--- src/rtl/phsel_pkg.sv ---
package phsel_pkg;
  typedef enum logic [1:0] {
    ST_IDLE = 2'd0,
    ST_SCAN = 2'd1,
    ST_DONE = 2'd2
  } sel_state_t;
endpackage

--- src/rtl/phsel_scan.sv ---
// Serial run tracker: one phase per step, keeps the best window seen so far.
module phsel_scan #(
  parameter int NPH = 16,
  localparam int PW = $clog2(NPH),
  localparam int LW = $clog2(NPH + 1)
) (
  input  logic           clk,
  input  logic           rst,
  input  logic           clr,
  input  logic           step,
  input  logic [PW-1:0]  idx,
  input  logic [NPH-1:0] mask,
  input  logic           wrap,
  output logic [PW-1:0]  best_start,
  output logic [LW-1:0]  best_len
);
  logic [PW-1:0] cur_start;
  logic [LW-1:0] cur_len;
  logic [LW-1:0] lead_len;

  logic          bit_now, bit_nxt, close;
  logic [PW-1:0] run_start;
  logic [LW-1:0] run_len, cand_len;
  logic          is_lead, is_tail, take;

  always_comb begin
    bit_now   = mask[idx];
    bit_nxt   = (idx == PW'(NPH - 1)) ? 1'b0 : mask[idx + PW'(1)];
    close     = bit_now && !bit_nxt;
    run_start = (cur_len == '0) ? idx : cur_start;
    run_len   = cur_len + LW'(1);
    is_lead   = wrap && (run_start == '0);
    is_tail   = wrap && (idx == PW'(NPH - 1));
    cand_len  = is_tail ? (run_len + lead_len) : run_len;
    // the run at phase 0 is deferred: it only counts as part of the tail
    take      = close && !is_lead && (cand_len > best_len);
  end

  always_ff @(posedge clk) begin
    if (rst || clr) begin
      cur_start  <= '0;
      cur_len    <= '0;
      lead_len   <= '0;
      best_start <= '0;
      best_len   <= '0;
    end else if (step) begin
      cur_len   <= (bit_now && !close) ? run_len : '0;
      cur_start <= run_start;
      if (close && is_lead)
        lead_len <= run_len;
      if (take) begin
        best_start <= run_start;
        best_len   <= cand_len;
      end
    end
  end


  bestlen_range_chk: assert property (@(posedge clk) disable iff (rst)
    best_len <= LW'(NPH));


  best_grow_chk: assert property (@(posedge clk) disable iff (rst)
    (!clr && $past(!clr)) |-> (best_len >= $past(best_len)));
endmodule

--- src/rtl/phsel_pick.sv ---
// Three-quarter position inside the chosen window, wrapped onto the ring.
module phsel_pick #(
  parameter int NPH = 16,
  localparam int PW = $clog2(NPH),
  localparam int LW = $clog2(NPH + 1)
) (
  input  logic [PW-1:0] win_start,
  input  logic [LW-1:0] win_len,
  output logic [PW-1:0] pick
);
  logic [LW+1:0] prod, pos;

  always_comb begin
    prod = {2'b00, win_len} * (LW + 2)'(3);
    pos  = prod >> 2;
    if (pos != '0)
      pos = pos - (LW + 2)'(1);
    pick = win_start + pos[PW-1:0];
  end
endmodule

--- src/rtl/phase_window_sel.sv ---
module phase_window_sel #(
  parameter int NPH = 16,
  localparam int PW = $clog2(NPH),
  localparam int LW = $clog2(NPH + 1)
) (
  input  logic           clk,
  input  logic           rst,
  input  logic           start,
  input  logic [NPH-1:0] pass_mask,
  output logic [PW-1:0]  sel_phase,
  output logic           res_valid,
  output logic           res_err
);
  import phsel_pkg::*;

  sel_state_t     state;
  logic [PW-1:0]  idx;
  logic [NPH-1:0] mask_q;
  logic           wrap_q;
  logic           accept, step;
  logic [PW-1:0]  best_start, pick;
  logic [LW-1:0]  best_len;

  assign accept = (state == ST_IDLE) && start;
  assign step   = (state == ST_SCAN);

  always_ff @(posedge clk) begin
    if (rst) begin
      state     <= ST_IDLE;
      idx       <= '0;
      mask_q    <= '0;
      wrap_q    <= 1'b0;
      sel_phase <= '0;
      res_valid <= 1'b0;
      res_err   <= 1'b0;
    end else begin
      res_valid <= 1'b0;
      res_err   <= 1'b0;
      unique case (state)
        ST_IDLE: if (start) begin
          mask_q <= pass_mask;
          wrap_q <= pass_mask[0] && pass_mask[NPH-1] && !(&pass_mask);
          idx    <= '0;
          state  <= ST_SCAN;
        end
        ST_SCAN: begin
          idx <= idx + PW'(1);
          if (idx == PW'(NPH - 1))
            state <= ST_DONE;
        end
        ST_DONE: begin
          state <= ST_IDLE;
          if (best_len == '0) begin
            res_err <= 1'b1;
          end else begin
            res_valid <= 1'b1;
            sel_phase <= pick;
          end
        end
        default: state <= ST_IDLE;
      endcase
    end
  end

  phsel_scan #(.NPH(NPH)) u_scan (
    .clk        (clk),
    .rst        (rst),
    .clr        (accept),
    .step       (step),
    .idx        (idx),
    .mask       (mask_q),
    .wrap       (wrap_q),
    .best_start (best_start),
    .best_len   (best_len)
  );

  phsel_pick #(.NPH(NPH)) u_pick (
    .win_start (best_start),
    .win_len   (best_len),
    .pick      (pick)
  );


  one_result_chk: assert property (@(posedge clk) disable iff (rst)
    !(res_valid && res_err));


  pulse_len_chk: assert property (@(posedge clk) disable iff (rst)
    (res_valid || res_err) |=> !(res_valid || res_err));


  zero_mask_err_chk: assert property (@(posedge clk) disable iff (rst)
    (state == ST_DONE && mask_q == '0) |=> res_err);


  phase_hold_chk: assert property (@(posedge clk) disable iff (rst)
    !res_valid |-> (sel_phase == $past(sel_phase)));


  busy_ignore_chk: assert property (@(posedge clk) disable iff (rst)
    (state == ST_SCAN) |=> (mask_q == $past(mask_q)));


  scan_step_chk: assert property (@(posedge clk) disable iff (rst)
    (state == ST_SCAN && idx != PW'(NPH - 1)) |=>
      (state == ST_SCAN && idx == $past(idx) + PW'(1)));
endmodule

--- config.mk ---
export PLATFORM = sky130hd
export DESIGN_NAME = phase_window_sel
export DESIGN_NICKNAME = d
export VERILOG_FILES = /design/src/rtl/phsel_pkg.sv /design/src/rtl/phsel_scan.sv /design/src/rtl/phsel_pick.sv /design/src/rtl/phase_window_sel.sv
export SDC_FILE = /design/constraint.sdc
export NUM_CORES = 1
export LEC_CHECK = 0
export ABC_AREA = 1
export BUFFER_PORTS_ARGS = -buffer_cell sky130_fd_sc_hd__buf_2
export CAP_MARGIN = 15
export CORE_MARGIN = 2
export CORE_UTILIZATION = 45
export CTS_BUF_LIST = sky130_fd_sc_hd__clkbuf_8
export DETAILED_ROUTE_END_ITERATION = 10
export GPL_TIMING_DRIVEN = 0
export HOLD_SLACK_MARGIN = 0.05
export PLACE_DENSITY_LB_ADDON = 0.1
export SETUP_SLACK_MARGIN = 0.02
export SYNTH_ARGS = -nofsm -noshare
export SYNTH_HDL_FRONTEND = slang
export SYNTH_SLANG_ARGS = --single-unit
--- constraint.sdc ---
create_clock -name clk -period 3.2 [get_ports clk]
set_input_delay 0.16 -clock clk [delete_from_list [all_inputs] [get_ports clk]]
set_output_delay 0.16 -clock clk [all_outputs]
set_load 0.01 [all_outputs]
==> results.sh, run 1 <==
export IMPL_ir_worst_vdd_mv=0.168
export IMPL_fmax_mhz=318
export IMPL_critPathTopFamily="simple AND/OR/NAND/NOR gates"
export IMPL_finalMaxSlewViolations=0
export IMPL_fin_crit_ns=3.15
export IMPL_critical_path_max_stage_delay_ns=0.40
export IMPL_path_class="reg -> reg"
export IMPL_area_delta_synth_final_pct=17.0
export IMPL_diodes=0
export IMPL_power_total_mw=1.43
export IMPL_hold_violations=0
export IMPL_synthArstFlopShare=0
export IMPL_finClkSkew_ns=0.0116
export IMPL_hold_class="in -> reg"
export IMPL_wire_per_inst_um=12.4
export IMPL_worstReg2RegStart="u_scan.cur_len[0]$_SDFFE_PP0P_"
export IMPL_port_buffers=23
export IMPL_drt_pass1_iter_count=5
export IMPL_regArea_um2=1050
export IMPL_grt_pass1_wl_um=13500
export IMPL_synth_area_leaders="dfxtp_1 31%, nand2_1 12%, ha_1 8.7%"
export IMPL_clk_latency_ns=0.32
export IMPL_synth_area_um2=3320
export IMPL_rsz0062_at_grt="true"
export IMPL_dr_total_vias=3128
export IMPL_die_x_um=89.9
export IMPL_grt_ovfl_total=0
export IMPL_worstMarginPinSlew_ns=0.560
export IMPL_pwr_share_comb=0.232
export IMPL_cts_tree="done"
export IMPL_netSwitchingFraction=0.330
export IMPL_dp_slack_ns=-0.290
export IMPL_crit_buf_inv=4
export IMPL_drv_cap=0
export IMPL_cp_cell_sequence="inv_4 -> ha_4 -> inv_2 -> fa_2 -> nor2_2 -> nor2_1 -> nor2_1 -> nor2_1 -> nand2_1 -> nand3_2 -> xor2_2 -> ha_1 -> nand2_1 -> inv_2 -> nand4_1 -> nand3_1 -> nand2_1 -> a21oi_2 -> nand3_4 -> buf_6 -> nor2_1 -> nor2_1"
export IMPL_hold_start="pass_mask[13]"
export IMPL_power_density_nw_per_um2=367
export IMPL_synth_cell_types=34
export IMPL_crit_path_end_kind="flip-flop"
export IMPL_yosys_area_top_type="dfxtp_1"
export IMPL_ios=25
export IMPL_cts_buffers_inserted=5
export IMPL_clock_power_share=0.279
export IMPL_vias_per_cell=4.93
export IMPL_netlist_instances=489
export IMPL_antenna_left=0
export IMPL_antenna_found_initial=0
export IMPL_critPathLaunchType="flip-flop"
export IMPL_rows=31
export IMPL_setup_tns_final_ns=0
export IMPL_root_buffer="clkbuf_8"
export IMPL_cp_max_fo=10
export IMPL_cts_sinks=52
export IMPL_num_fill_cells=755
export IMPL_sequentialPowerShare=0.488
export IMPL_multi_input_area_um2=2000
export IMPL_grt_use_total=0.201
export IMPL_yosysMostFrequentCell="nand2_1"
export IMPL_required_ns=3.41
export IMPL_cp_arrival_ns=3.36
export IMPL_clkSlewWorstSetupHoldPaths_ns=0.11
export IMPL_synth_common_cells="105 x nand2_1, 76 x inv_1, 60 x nor2_1"
export IMPL_synth_area_per_cell_um2=6.79
export IMPL_crit_top_cell="nor2_1"
export IMPL_grt_max_degree=19
export IMPL_synth_edff_count=0
export IMPL_drt_iter0_drc=212
export IMPL_clock_path_buffers=2
export IMPL_initial_core_util=0.460
export IMPL_p_switching_uw=471
export IMPL_synth_top_area_frac=0.313
export IMPL_dieArea_um2=8080
export IMPL_synth_top_flop_cell="dfxtp_1"
export IMPL_layout_cells_non_filler=634
export IMPL_cp_slowest_cell="dfxtp_4"
export IMPL_drc_errors=0
export IMPL_globalplace_congestion=0.860
export IMPL_ys_seq_elements=52
export IMPL_final_nets=579
export IMPL_dp_hpwl_um=5890
export IMPL_grt_pass1_vias=2919
export IMPL_status="completed"
export IMPL_drt_wl_total_um=7840
export IMPL_dpl_cell_count=611
export IMPL_internal_power_uw=956
export IMPL_setup_worst_path_start="u_scan.cur_len[0]$_SDFFE_PP0P_"
export IMPL_drive_above_1_share=0.181
export IMPL_core_area_um2=7210
export IMPL_p_leak_nw=1.95
export IMPL_worst_slack_ns=0.0526
export IMPL_synthesis_nets=534
export IMPL_slew_headroom=0.625
export IMPL_die_h_um=89.9
export IMPL_ys_seq_area_frac=0.313
export IMPL_setup_viol=0
export IMPL_yosys_warnings=0
export IMPL_period_share=0.984
export IMPL_htree_levels=2
per-stage QoR:
| stage | instance area (µm²) | utilization | hold WS (ns) |
|---|---|---|---|
| floorplan | 3320 | - | 0.299 |
| global placement | 3560 | 0.493 | 0.408 |
| detailed placement | 3560 | 0.493 | 0.406 |
| CTS | 3730 | 0.517 | 0.0725 |
| global route | 3880 | 0.538 | 0.0931 |
| finish | 3880 | 0.538 | 0.0794 |
final timing paths:
path / endpoint / slack, ns / depth (start not counted)
setup / recovery: u_scan.best_len[4]$_SDFFE_PP0P_ / 0.05 / 22
setup reg to reg: u_scan.best_len[4]$_SDFFE_PP0P_ / 0.05 / 22
hold reg to reg: mask_q[9]$_SDFFE_PP0P_ / 0.48 / 2
hold / removal: mask_q[13]$_SDFFE_PP0P_ / 0.08 / 3
power groups by stage:
stage | sequential [mW] | clock [mW] | combinational (mW)
floorplan | 0.706 | 0 | 0.232
global placement | 0.712 | 0 | 0.307
detailed placement | 0.712 | 0 | 0.308
CTS | 0.697 | 0.413 | 0.322
global route | 0.701 | 0.438 | 0.379
finish | 0.697 | 0.398 | 0.332
cell type report:
class	count	share of cell area
multi-input cells	347	0.514
flip-flops and latches	52	0.272
inverters	77	0.0751
repair buffers	38	0.0628
well taps	99	0.0319
plain buffers	13	0.0206
clock buffers	5	0.0177
clock inverters	3	0.00644
sequential cells by signal (all words and copies together) (netlist names):
name / count
idx: 4
mask_q: 16
res_err: 1
res_valid: 1
sel_phase: 4
state: 2
u_scan.best_len: 5
u_scan.best_start: 4
u_scan.cur_len: 5
u_scan.cur_start: 4
u_scan.lead_len: 5
wrap_q: 1
timing repair:
item	CTS	global route
pin swaps	3	13
gates resized for setup	9	25
setup endpoints to repair	10	12
hold buffers	0	0
buffers inserted	5	10
worst register-to-register path: stages, from the launching register on:
cell     delay (ns)
dfxtp_4        0.40
inv_4          0.05
ha_4           0.29
inv_2          0.04
fa_2           0.34
nor2_2         0.12
nor2_1         0.05
nor2_1         0.13
nor2_1         0.05
nand2_1        0.07
nand3_2        0.09
xor2_2         0.16
ha_1           0.31
nand2_1        0.06
inv_2          0.06
nand4_1        0.07
nand3_1        0.08
nand2_1        0.08
a21oi_2        0.18
nand3_4        0.11
buf_6          0.15
nor2_1         0.10
nor2_1         0.05
metal layers:
| layer | GRT usage | share of wire | vias to the layer above |
|---|---|---|---|
| met1 | 0.292 | 0.50 | 1413 |
| met4 | 0.0423 | 0.0099 | 0 |
| li1 | - | - | 1651 |
| met3 | 0.0327 | 0.049 | 9 |
| met5 | 0 | 0 | - |
| met2 | 0.317 | 0.44 | 55 |
logic make-up (layout without fill, tap and decap cells):
group,Yosys count,in the layout,synth area share
AOI/OAI and AO/OA,66,66,0.107
adders and majority gates,26,26,0.105
and+or+nand+nor,243,243,0.332
xor gates and xnor gates,12,12,0.0317
buffers and inverters,90,136,0.111
DFF,52,52,0.313
cell usage in the layout, fill, tap and decap left out, types with 7 or more instances in the layout:
| master | n |
|---|---|
| buf_4 | 15 |
| xor2_1 | 7 |
| dfxtp_1 | 45 |
| inv_1 | 71 |
| clkbuf_1 | 7 |
| a21oi_1 | 25 |
| ha_1 | 21 |
| nand2_1 | 105 |
| nand3_1 | 44 |
| buf_2 | 24 |
| nand4_1 | 13 |
| o21ai_0 | 28 |
| nor2_1 | 57 |
(Power assumes the default switching activity.)
==> inputs of run 2 (changes only) <==
--- a/config.mk
+++ b/config.mk
@@ -8,13 +8,15 @@
 export ABC_AREA = 1
 export BUFFER_PORTS_ARGS = -buffer_cell sky130_fd_sc_hd__buf_2
 export CAP_MARGIN = 15
+export CELL_PAD_IN_SITES_DETAIL_PLACEMENT = 2
+export CELL_PAD_IN_SITES_GLOBAL_PLACEMENT = 2
 export CORE_MARGIN = 2
-export CORE_UTILIZATION = 45
+export CORE_UTILIZATION = 32
 export CTS_BUF_LIST = sky130_fd_sc_hd__clkbuf_8
 export DETAILED_ROUTE_END_ITERATION = 10
 export GPL_TIMING_DRIVEN = 0
 export HOLD_SLACK_MARGIN = 0.05
-export PLACE_DENSITY_LB_ADDON = 0.1
+export PLACE_DENSITY = 0.9
 export SETUP_SLACK_MARGIN = 0.02
 export SYNTH_ARGS = -nofsm -noshare
 export SYNTH_HDL_FRONTEND = slang
==> run 2 against run 1 <==
Effect of this change:
- the run now ends with setup timing left
- utilization down 15 points
- flip-flop and latch count stayed put
- combinational power up 10%
- total power up 3.9%
- register-to-register slack worse by 0.28 ns
- clock skew grew 0.012 ns
- final area grew 1.7%
- highest routed layer unchanged
==> results.sh, run 2 (synthesis results as in run 1) <==
export IMPL_critPathTopFamily="simple AND/OR/NAND/NOR gates"
export IMPL_crit_path_end_kind="flip-flop"
export IMPL_root_buffer="clkbuf_8"
export IMPL_clock_path_buffers=2
export IMPL_top_register="mask_q"
export IMPL_diodes=0
export IMPL_hold_violations=0
export IMPL_finClkSkew_ns=0.0231
export IMPL_ir_worst_vdd_mv=0.160
export IMPL_clkSlewWorstSetupHoldPaths_ns=0.12
export IMPL_clk_latency_ns=0.33
export IMPL_holdBufCountCts=0
export IMPL_cts_tree="done"
export IMPL_final_cell_mix="104 x nand2_1, 71 x inv_1, 53 x nor2_1"
export IMPL_finalMaxSlewViolations=0
export IMPL_initial_core_util=0.326
export IMPL_drt_iter0_drc=120
export IMPL_cp_num_cells=23
export IMPL_fmax_mhz=292
export IMPL_htree_levels=2
export IMPL_die_x_um=106
export IMPL_core_area_um2=10200
export IMPL_r2r_slack_ns=-0.23
export IMPL_power_total_mw=1.48
export IMPL_antenna_left=0
export IMPL_rsz0062_at_grt="true"
export IMPL_globalplace_congestion=0.838
export IMPL_slew_headroom=0.590
export IMPL_worstReg2RegStart="u_scan.cur_len[0]$_SDFFE_PP0P_"
export IMPL_hold_worst_slack_ns=0.0934
export IMPL_crit_buf_inv=4
export IMPL_worst_r2r_path_depth=23
export IMPL_critPathLaunchType="flip-flop"
export IMPL_cp_cell_sequence="inv_4 -> ha_4 -> inv_2 -> fa_2 -> nor2_2 -> nor2_1 -> nor2_1 -> nor2_1 -> nand2_1 -> nand3_2 -> xor2_2 -> ha_1 -> nand2_1 -> inv_2 -> nand4_1 -> nand3_1 -> nand2_1 -> a21oi_2 -> nand3_4 -> buf_6 -> nand2_4 -> nand2_2 -> nor2_1"
export IMPL_die_h_um=106
export IMPL_dieArea_um2=11200
export IMPL_area_delta_synth_final_pct=19.0
export IMPL_grt_ovfl_total=0
export IMPL_grt_pass1_wl_um=19100
export IMPL_cp_arrival_ns=3.70
export IMPL_wire_per_inst_um=18.0
export IMPL_worst_slack_ns=-0.228
export IMPL_cp_slowest_cell="dfxtp_4"
export IMPL_fin_crit_ns=3.43
export IMPL_status="finished, violations left"
export IMPL_largest_reg_flops=16
export IMPL_hold_class="in -> reg"
export IMPL_grt_max_degree=19
export IMPL_grt_pass1_vias=3780
export IMPL_dr_total_vias=3432
export IMPL_r2r_end="u_scan.best_len[4]$_SDFFE_PP0P_"
export IMPL_period_share=1.07
export IMPL_drc_errors=0
export IMPL_rows=37
export IMPL_ios=25
export IMPL_power_density_nw_per_um2=375
export IMPL_crit_top_cell="nor2_1"
export IMPL_drive_above_1_share=0.189
export IMPL_cts_buffers_inserted=5
export IMPL_critical_path_max_stage_delay_ns=0.41
export IMPL_setup_viol=9
export IMPL_path_class="reg -> reg"
export IMPL_required_ns=3.47
export IMPL_mostFrequentLayoutCell="nand2_1"
export IMPL_port_buffers=23
export IMPL_worstMarginPinSlew_ns=0.615
export IMPL_final_nets=579
export IMPL_drv_cap=0
export IMPL_setup_worst_path_start="u_scan.cur_len[0]$_SDFFE_PP0P_"
export IMPL_cp_max_fo=7
export IMPL_drt_wl_total_um=12100
export IMPL_crit_end="u_scan.best_len[4]$_SDFFE_PP0P_"
export IMPL_cts_sinks=52
export IMPL_antenna_found_initial=0
export IMPL_grt_use_total=0.215
export IMPL_vias_per_cell=5.11
export IMPL_violations="setup timing"
export IMPL_drt_pass1_iter_count=4
export IMPL_dp_hpwl_um=8260
export IMPL_p_leak_nw=1.94
[run 2: final cells by class]
cell class / count / area [µm²]
plain buffers: 13 / 80.1
clock buffers: 5 / 68.8
clock inverters: 3 / 25.0
fillers: 1224 / 6230
inverters: 77 / 292
multi-input cells: 347 / 2030
flip-flops and latches: 52 / 1050
well taps: 136 / 170
repair buffers: 38 / 231
[run 2: how the worst min path moves through the flow]
| stage | slack [ns] | from | to | depth (start not counted) |
|---|---|---|---|---|
| global placement | 0.41 | pass_mask[0] | mask_q[0]$_SDFFE_PP0P_ | 3 |
| finish | 0.09 | pass_mask[0] | mask_q[0]$_SDFFE_PP0P_ | 3 |
| floorplan | 0.30 | pass_mask[0] | mask_q[0]$_SDFFE_PP0P_ | 2 |
| global route | 0.14 | pass_mask[0] | wrap_q$_SDFFE_PP0P_ | 3 |
| detailed placement | 0.43 | pass_mask[0] | mask_q[0]$_SDFFE_PP0P_ | 3 |
| CTS | 0.09 | pass_mask[0] | mask_q[0]$_SDFFE_PP0P_ | 3 |
[run 2: layer usage]
metal / track usage / up-vias / part of all wire
met2: 0.406 / 58 / 0.53
met1: 0.247 / 1703 / 0.43
met3: 0.0266 / 20 / 0.023
li1: - / 1651 / -
met4: 0.0714 / 0 / 0.021
met5: 0 / - / 0
[run 2: where the power goes]
group	switching, mW	internal (mW)	total [mW]
combinational	0.244	0.121	0.366
sequential	0.0237	0.675	0.699
clock	0.258	0.160	0.418
[run 2: what timing repair did]
| item | 4_1_cts | 5_1_grt |
|---|---|---|
| setup endpoints to repair | 11 | 12 |
| cloned | 1 | 0 |
| setup buffers | 11 | 4 |
| resized for setup | 38 | 5 |
| pin swaps | 14 | 6 |
[run 2: metrics by stage]
stage                     setup WS, ns  instance area (µm²)  TNS, ns  utilization  instances
after global routing            -0.424                 3950    -3.63        0.388        671
after detailed placement        -0.430                 3610    -3.74        0.354        648
final                           -0.228                 3950    -1.81        0.388        671
after CTS                      -0.0561                 3900   -0.226        0.383        667
after global placement          -0.278                 3610    -2.17        0.354        648
after floorplan                 0.0745                 3320        0            -        489
[run 2: tightest hold or removal path, delay by kind of cell]
family	cells	cell delay (ns)
buf+inv	1	0.09
simple gates	1	0.07
compound gates	1	0.07
